### config.mk
export PLATFORM = sky130hd
export DESIGN_NAME = mfq_regif
export DESIGN_NICKNAME = d
export VERILOG_FILES = /design/src/rtl/mfq_pkg.sv /design/src/rtl/mfq_tx_path.sv /design/src/rtl/mfq_rx_path.sv /design/src/rtl/mfq_regif.sv
export SDC_FILE = /design/constraint.sdc
export NUM_CORES = 1
export LEC_CHECK = 0
export BUFFER_PORTS_ARGS = -buffer_cell sky130_fd_sc_hd__buf_4
export CAP_MARGIN = 20
export CORE_MARGIN = 2
export CORE_UTILIZATION = 30
export CTS_CLUSTER_DIAMETER = 200
export DETAILED_ROUTE_END_ITERATION = 16
export PLACE_DENSITY = 0.53
export RECOVER_POWER = 100
export SLEW_MARGIN = 20
export SYNTH_ARGS = -nofsm -noshare
export SYNTH_HDL_FRONTEND = slang
export SYNTH_SLANG_ARGS = --single-unit
### constraint.sdc
create_clock -name clk -period 1.2 [get_ports clk]
set_input_delay 0.12 -clock clk [delete_from_list [all_inputs] [get_ports clk]]
set_output_delay 0.12 -clock clk [all_outputs]
set_load 0.03 [all_outputs]
### src/rtl/mfq_pkg.sv
package mfq_pkg;
    localparam int unsigned ADDR_W     = 2;
    localparam int unsigned DATA_W     = 8;
    localparam int unsigned NIB_W      = 4;
    localparam int unsigned MF_FRAMES  = 20;
    localparam int unsigned SLOT_GAP   = 5;

    localparam int unsigned ADDR_LEG0  = 0;
    localparam int unsigned ADDR_LEG1  = 1;
    localparam int unsigned ADDR_TXNIB = 2;
    localparam int unsigned ADDR_RXNIB = 3;
endpackage

### src/rtl/mfq_tx_path.sv
module mfq_tx_path #(
    parameter int unsigned NIB_W     = 4,
    parameter int unsigned MF_FRAMES = 20,
    parameter int unsigned SLOT_GAP  = 5,
    localparam int unsigned FIDX_W   = $clog2(MF_FRAMES)
) (
    input  logic              clk,
    input  logic              rst_n,
    input  logic              sw_reset,
    input  logic              nt_mode,
    input  logic              mf_enable,
    input  logic              mf_start,
    input  logic              wr_en,
    input  logic [NIB_W-1:0]  wr_nib,
    input  logic [FIDX_W-1:0] frame_idx,
    output logic [NIB_W-1:0]  cur_nib,
    output logic [NIB_W-1:0]  latch_nib,
    output logic              tx_bit
);
    typedef struct packed {
        logic [NIB_W-1:0] nib;
        logic [NIB_W-1:0] latch;
    } tx_state_t;

    tx_state_t s_d, s_q;
    logic [NIB_W-1:0] rst_val;

    assign rst_val = nt_mode ? '0 : '1;

    always_comb begin
        s_d = s_q;
        if (wr_en)
            s_d.nib = wr_nib;
        if (mf_start && mf_enable)
            s_d.latch = s_q.nib;
        if (sw_reset) begin
            s_d.nib   = rst_val;
            s_d.latch = rst_val;
        end
    end

    always_ff @(posedge clk) begin
        if (!rst_n) begin
            s_q.nib   <= rst_val;
            s_q.latch <= rst_val;
        end else begin
            s_q <= s_d;
        end
    end

    always_comb begin
        tx_bit = 1'b1;
        if (mf_enable) begin
            for (int k = 0; k < int'(NIB_W); k++) begin
                if (frame_idx == FIDX_W'(k * int'(SLOT_GAP)))
                    tx_bit = s_q.latch[NIB_W-1-k];
            end
        end
    end

    assign cur_nib   = s_q.nib;
    assign latch_nib = s_q.latch;

    // without a strobe the latch keeps its value from one cycle to the next
    p_latch_repeat_r4: assert property (@(posedge clk) disable iff (!rst_n)
        (!mf_start && !sw_reset) |=> $stable(s_q.latch));
endmodule

### src/rtl/mfq_rx_path.sv
module mfq_rx_path #(
    parameter int unsigned NIB_W = 4
) (
    input  logic             clk,
    input  logic             rst_n,
    input  logic             sw_reset,
    input  logic             nt_mode,
    input  logic             mf_enable,
    input  logic             mf_start,
    input  logic             rx_valid,
    input  logic [NIB_W-1:0] rx_nib,
    input  logic             rx_qual,
    input  logic             cfg_wr,
    input  logic             cfg_every,
    input  logic             rd_clear,
    output logic [NIB_W-1:0] q_nib,
    output logic             q_qual,
    output logic             every_en,
    output logic             irq
);
    typedef struct packed {
        logic [NIB_W-1:0] nib;
        logic             qual;
        logic             got;
        logic             every;
        logic             flag;
    } rx_state_t;

    rx_state_t s_d, s_q;
    logic accept;
    logic set_ev;

    always_comb begin
        s_d    = s_q;
        accept = nt_mode && mf_enable && rx_valid && (!s_q.got || mf_start);
        set_ev = mf_enable && ((s_q.every && mf_start) || (!s_q.every && accept));
        if (mf_start)
            s_d.got = 1'b0;
        if (accept) begin
            s_d.nib  = rx_nib;
            s_d.qual = rx_qual;
            s_d.got  = 1'b1;
        end
        if (cfg_wr)
            s_d.every = cfg_every;
        if (rd_clear)
            s_d.flag = 1'b0;
        if (set_ev)
            s_d.flag = 1'b1;
        if (sw_reset)
            s_d = '0;
    end

    always_ff @(posedge clk) begin
        if (!rst_n)
            s_q <= '0;
        else
            s_q <= s_d;
    end

    assign q_nib    = s_q.nib;
    assign q_qual   = s_q.qual;
    assign every_en = s_q.every;
    assign irq      = s_q.flag;

    // once a nibble has been taken, the field holds until the next boundary
    p_capture_once_r6: assert property (@(posedge clk) disable iff (!rst_n || sw_reset)
        (s_q.got && !mf_start) |=> $stable(s_q.nib));

    // the flag stays set until it is read
    p_irq_sticky_r9: assert property (@(posedge clk) disable iff (!rst_n || sw_reset)
        (irq && !rd_clear) |=> irq);

    // terminal-side pulses never touch the captured field
    p_te_ignore_r6: assert property (@(posedge clk) disable iff (!rst_n || sw_reset)
        (!nt_mode) |=> $stable(s_q.nib));
endmodule

### src/rtl/mfq_regif.sv
module mfq_regif
    import mfq_pkg::*;
#(
    parameter int unsigned AW        = ADDR_W,
    parameter int unsigned DW        = DATA_W,
    parameter int unsigned NW        = NIB_W,
    parameter int unsigned FRAMES    = MF_FRAMES,
    parameter int unsigned GAP       = SLOT_GAP,
    localparam int unsigned FW       = $clog2(FRAMES),
    localparam int unsigned QUAL_BIT = DW - NW - 1,
    localparam int unsigned EVRY_BIT = DW - NW - 2
) (
    input  logic          clk,
    input  logic          rst_n,
    input  logic          sw_reset,
    input  logic          nt_mode,
    input  logic          mf_enable,
    input  logic          mf_start,
    input  logic [FW-1:0] frame_idx,
    input  logic          rx_valid,
    input  logic [NW-1:0] rx_nib,
    input  logic          rx_qual,
    input  logic          reg_wr,
    input  logic          reg_rd,
    input  logic [AW-1:0] reg_addr,
    input  logic [DW-1:0] reg_wdata,
    output logic [DW-1:0] reg_rdata,
    output logic          tx_bit,
    output logic          irq
);
    logic          sel_tx, sel_rx, sel_leg;
    logic [NW-1:0] tx_nib, tx_latch, q_nib;
    logic          q_qual, every_en;

    assign sel_tx  = (reg_addr == AW'(ADDR_TXNIB));
    assign sel_rx  = (reg_addr == AW'(ADDR_RXNIB));
    assign sel_leg = (reg_addr == AW'(ADDR_LEG0)) || (reg_addr == AW'(ADDR_LEG1));

    mfq_tx_path #(.NIB_W(NW), .MF_FRAMES(FRAMES), .SLOT_GAP(GAP)) u_tx (
        .clk       (clk),
        .rst_n     (rst_n),
        .sw_reset  (sw_reset),
        .nt_mode   (nt_mode),
        .mf_enable (mf_enable),
        .mf_start  (mf_start),
        .wr_en     (reg_wr && sel_tx),
        .wr_nib    (reg_wdata[DW-1 -: NW]),
        .frame_idx (frame_idx),
        .cur_nib   (tx_nib),
        .latch_nib (tx_latch),
        .tx_bit    (tx_bit)
    );

    mfq_rx_path #(.NIB_W(NW)) u_rx (
        .clk       (clk),
        .rst_n     (rst_n),
        .sw_reset  (sw_reset),
        .nt_mode   (nt_mode),
        .mf_enable (mf_enable),
        .mf_start  (mf_start),
        .rx_valid  (rx_valid),
        .rx_nib    (rx_nib),
        .rx_qual   (rx_qual),
        .cfg_wr    (reg_wr && sel_rx),
        .cfg_every (reg_wdata[EVRY_BIT]),
        .rd_clear  (reg_rd && sel_rx),
        .q_nib     (q_nib),
        .q_qual    (q_qual),
        .every_en  (every_en),
        .irq       (irq)
    );

    always_comb begin
        reg_rdata = '0;
        if (sel_leg) begin
            reg_rdata = '1;
        end else if (sel_tx) begin
            reg_rdata[DW-1 -: NW] = tx_nib;
        end else if (sel_rx) begin
            if (nt_mode) begin
                reg_rdata[DW-1 -: NW] = q_nib;
                reg_rdata[QUAL_BIT]   = q_qual;
            end
            reg_rdata[EVRY_BIT] = every_en;
        end
    end

    // the latch moves only on an enabled strobe (or a reset)
    p_latch_hold_r3: assert property (@(posedge clk) disable iff (!rst_n)
        (!(mf_start && mf_enable) && !sw_reset) |=> $stable(tx_latch));

    // the line bit idles high while multiframing is off
    p_idle_high_r10: assert property (@(posedge clk) disable iff (!rst_n)
        !mf_enable |-> tx_bit);

    // after a software reset the nibble holds the mode's reset value
    p_reset_val_r5: assert property (@(posedge clk) disable iff (!rst_n)
        ($past(sw_reset) && ($past(nt_mode) == nt_mode)) |->
            (tx_nib == (nt_mode ? {NW{1'b0}} : {NW{1'b1}})));

    // legacy reads always return all ones
    p_legacy_ones_r1: assert property (@(posedge clk) disable iff (!rst_n)
        sel_leg |-> (reg_rdata == {DW{1'b1}}));
endmodule

==> qor.yml <==
outcome:
  status: "finished, violations left"
  failed_checks: "setup timing"
sta:
  fin_crit_sh_pct: 122.7
  worst_pin_slew_ns: 0.4691
  finalHoldViolations: 0
  slew_headroom_pct: 68.73
  setup_ws_ns: -0.2723
  period_minus_slack_ns: 1.472
  setup_viol: 1
  rsz0062_at_grt: "true"
  finalMaxSlewViolations: 0
  fmax_mhz: 679.2
  final.setup_skew_ns: 0.0002306
yosys:
  synthTopCellsByCount: "nand3_1, a21oi_1, dfxtp_1, edfxtp_1, nand2_1"
  syn_area_per_cell_um2: 8.928
  syn_nets: 125
  yosysUniqueCellTypes: 23
  synth_top_family_by_area: "simple AND/OR/NAND/NOR gates"
  synth_xor_area_share_pct: 0
  synth_most_common_cell: "nand3_1"
  ys_seq_area_share_pct: 46.72
  synth.area.mux_share_pct: 2.920
  syn_area_um2: 857.1
  yosysTopAreaCell: "edfxtp_1"
  synth_compound_area_share_pct: 19.27
  synthSimpleGateAreaFrac_pct: 24.82
  synth-seq-cells: 16
  yosysTopAreaCellShare_pct: 28.03
  synth-edff-count: 8
  ys_warn_count: 0
  yosys.area_share.adder_pct: 0
  ys_async_sr_fraction_pct: 0
  yosys-top-cells-area: "edfxtp_1, dfxtp_1, nand3_1, a21oi_1, nand2b_1"
  synthCells: 96
  synth_top_flop_cell: "edfxtp_1"
die:
  start_util_pct: 31.35
  rows: 19
  die_x_um: 57.45
  die_area_um2: 3301
  core_um2: 2734
  die_y_um: 57.45
  ios: 39
global_route:
  grt_max_degree: 14
  grt_overflow: 0
  first_global_vias: 789
  grt.total_usage_pct: 13.62
  grt_pass1_wl_um: 3456
  grt_antenna_before_repair: 0
worst_setup_path:
  cp_data_arrival_time_ns: 1.35
  crit_fanout: 1
  endpoint_kind: "output pin"
  path_class: "register to output pin"
  cpPeakStageDelay_ns: 0.37
  critPathSlowestCell: "edfxtp_1"
  cp-start-kind: "register"
  worstPathRequired_ns: 1.08
  cp_cell_sequence: "mux2_4 -> o21ai_2 -> o2111ai_1 -> buf_4"
layout:
  area_delta_synth_final_pct: 37.96
  fin_util_pct: 43.25
  nNetsFinal: 162
  final_area_um2: 1182
  drive_gt1_share_pct: 33.33
  insertedDiodeCount: 0
clock_network:
  clock-root-buffer: "clkbuf_4"
  clk_latency_ns: 0.28
  clk_path_buf_depth: 2
  cts-buffers-inserted: 3
  clk_pin_slew_ns: 0.09
  htree_levels: 1
  hold_buffers: 0
  tritoncts: "yes"
  clock_sinks: 16
pwr:
  p_leak_nw: 0.5004
  power.total_mw: 1.200
  powerDensity_nw_per_um2: 1015
  ir_worst_vdd_uv: 511.3
min_path:
  min_path_type: "input pin to register"
placement:
  io_buffers: 35
  placedInstanceArea_um2: 1139
  place_congestion: 0.7093
  hpwl_um: 1650
job:
  cap_viol_max_count: 0
drt:
  ant_nets: 0
  drt-wirelength-per-cell_um: 12.23
  drc: 0
  drt_wl_total_um: 1993
  routed_via_density: 4.945
  dr.pass1.iters: 2
  vias: 806
  drt_iter0_markers: 14
[what timing repair did]
item,4_1_cts,5_1_grt
endpoints found under the setup margin,1,5
resized for setup,0,7
pin swaps,0,1
buffers inserted,0,1
[metrics by stage]
stage	hold slack (ns)	setup TNS (ns)	setup WS (ns)	cells
after floorplan	0.2639	0	0.02765	96
after global placement	0.3568	0	0.05269	158
after detailed placement	0.3638	0	0.02246	158
after CTS	0.06420	-0.2951	-0.2951	162
after global routing	0.06373	-0.5245	-0.3577	163
final	0.06866	-0.2723	-0.2723	163
[power by group]
| part | leakage, nW | switching [mW] | internal, mW | total [mW] |
|---|---|---|---|---|
| Clock | 0.0150 | 0.166 | 0.129 | 0.295 |
| Sequential | 0.146 | 0.0154 | 0.614 | 0.629 |
| Combinational | 0.339 | 0.140 | 0.136 | 0.276 |
[sequential cells by signal, indices dropped and copies added (netlist names)]
name,cells
u_rx.irq,1
u_rx.q_qual,1
u_tx.latch_nib,4
u_rx.q_nib,4
u_tx.cur_nib,4
u_rx.every_en,1
u_rx.s_q,1
[worst paths after layout]
path	startpoint	to	slack (ns)	cells past startpoint
worst max-delay path	u_tx.latch_nib[2]	tx_bit	-0.27	4
worst min-delay path	reg_wdata[2]	u_rx.every_en	0.07	3
worst max register to register	u_tx.cur_nib[3]	u_tx.latch_nib[3]	0.24	2
worst min register to register	u_rx.q_nib[2]	u_rx.q_nib[2]	0.49	2
[critical path: cells and delay by family (launching register included)]
kind                   cells  cell delay (ns)
muxes                      1             0.28
DFF                        1             0.37
buffers and inverters      1             0.19
AOI/OAI and AO/OA          2             0.23
[routing by layer]
metal	wire, um	GRT usage (%)
met3	155	3.175
met2	928	19.97
met5	0	0
met1	892	18.64
met4	17	6.977
[placed cells by master, fill, tap and decap left out, types with 2 or more instances in the layout]
cell       n
clkbuf_1   5
inv_1      3
clkbuf_2   2
nand2b_1   6
o21a_1     5
dfxtp_1    8
o21ai_0    8
edfxtp_1   8
buf_4     26
a21o_1     3
buf_6      4
nand3_2    3
clkbuf_4   6
nor2b_1    3
nor2_1     3
nand2_1    8
a21oi_1    8
nand3_1   15
[kinds of logic after synthesis]
logic type      count (synthesis)
buf+inv                        10
compound gates                 27
flops                          16
mux                             2
simple gates                   41
[final cells by class]
type / instances / area, um2
repair buffers: 39 / 287.8
multi-input cells: 70 / 417.9
fillers: 280 / 1551
inverters: 3 / 11.26
flip-flops and latches: 16 / 400.4
clock buffers: 4 / 26.28
well taps: 31 / 38.79
(Power assumes the default switching activity.)
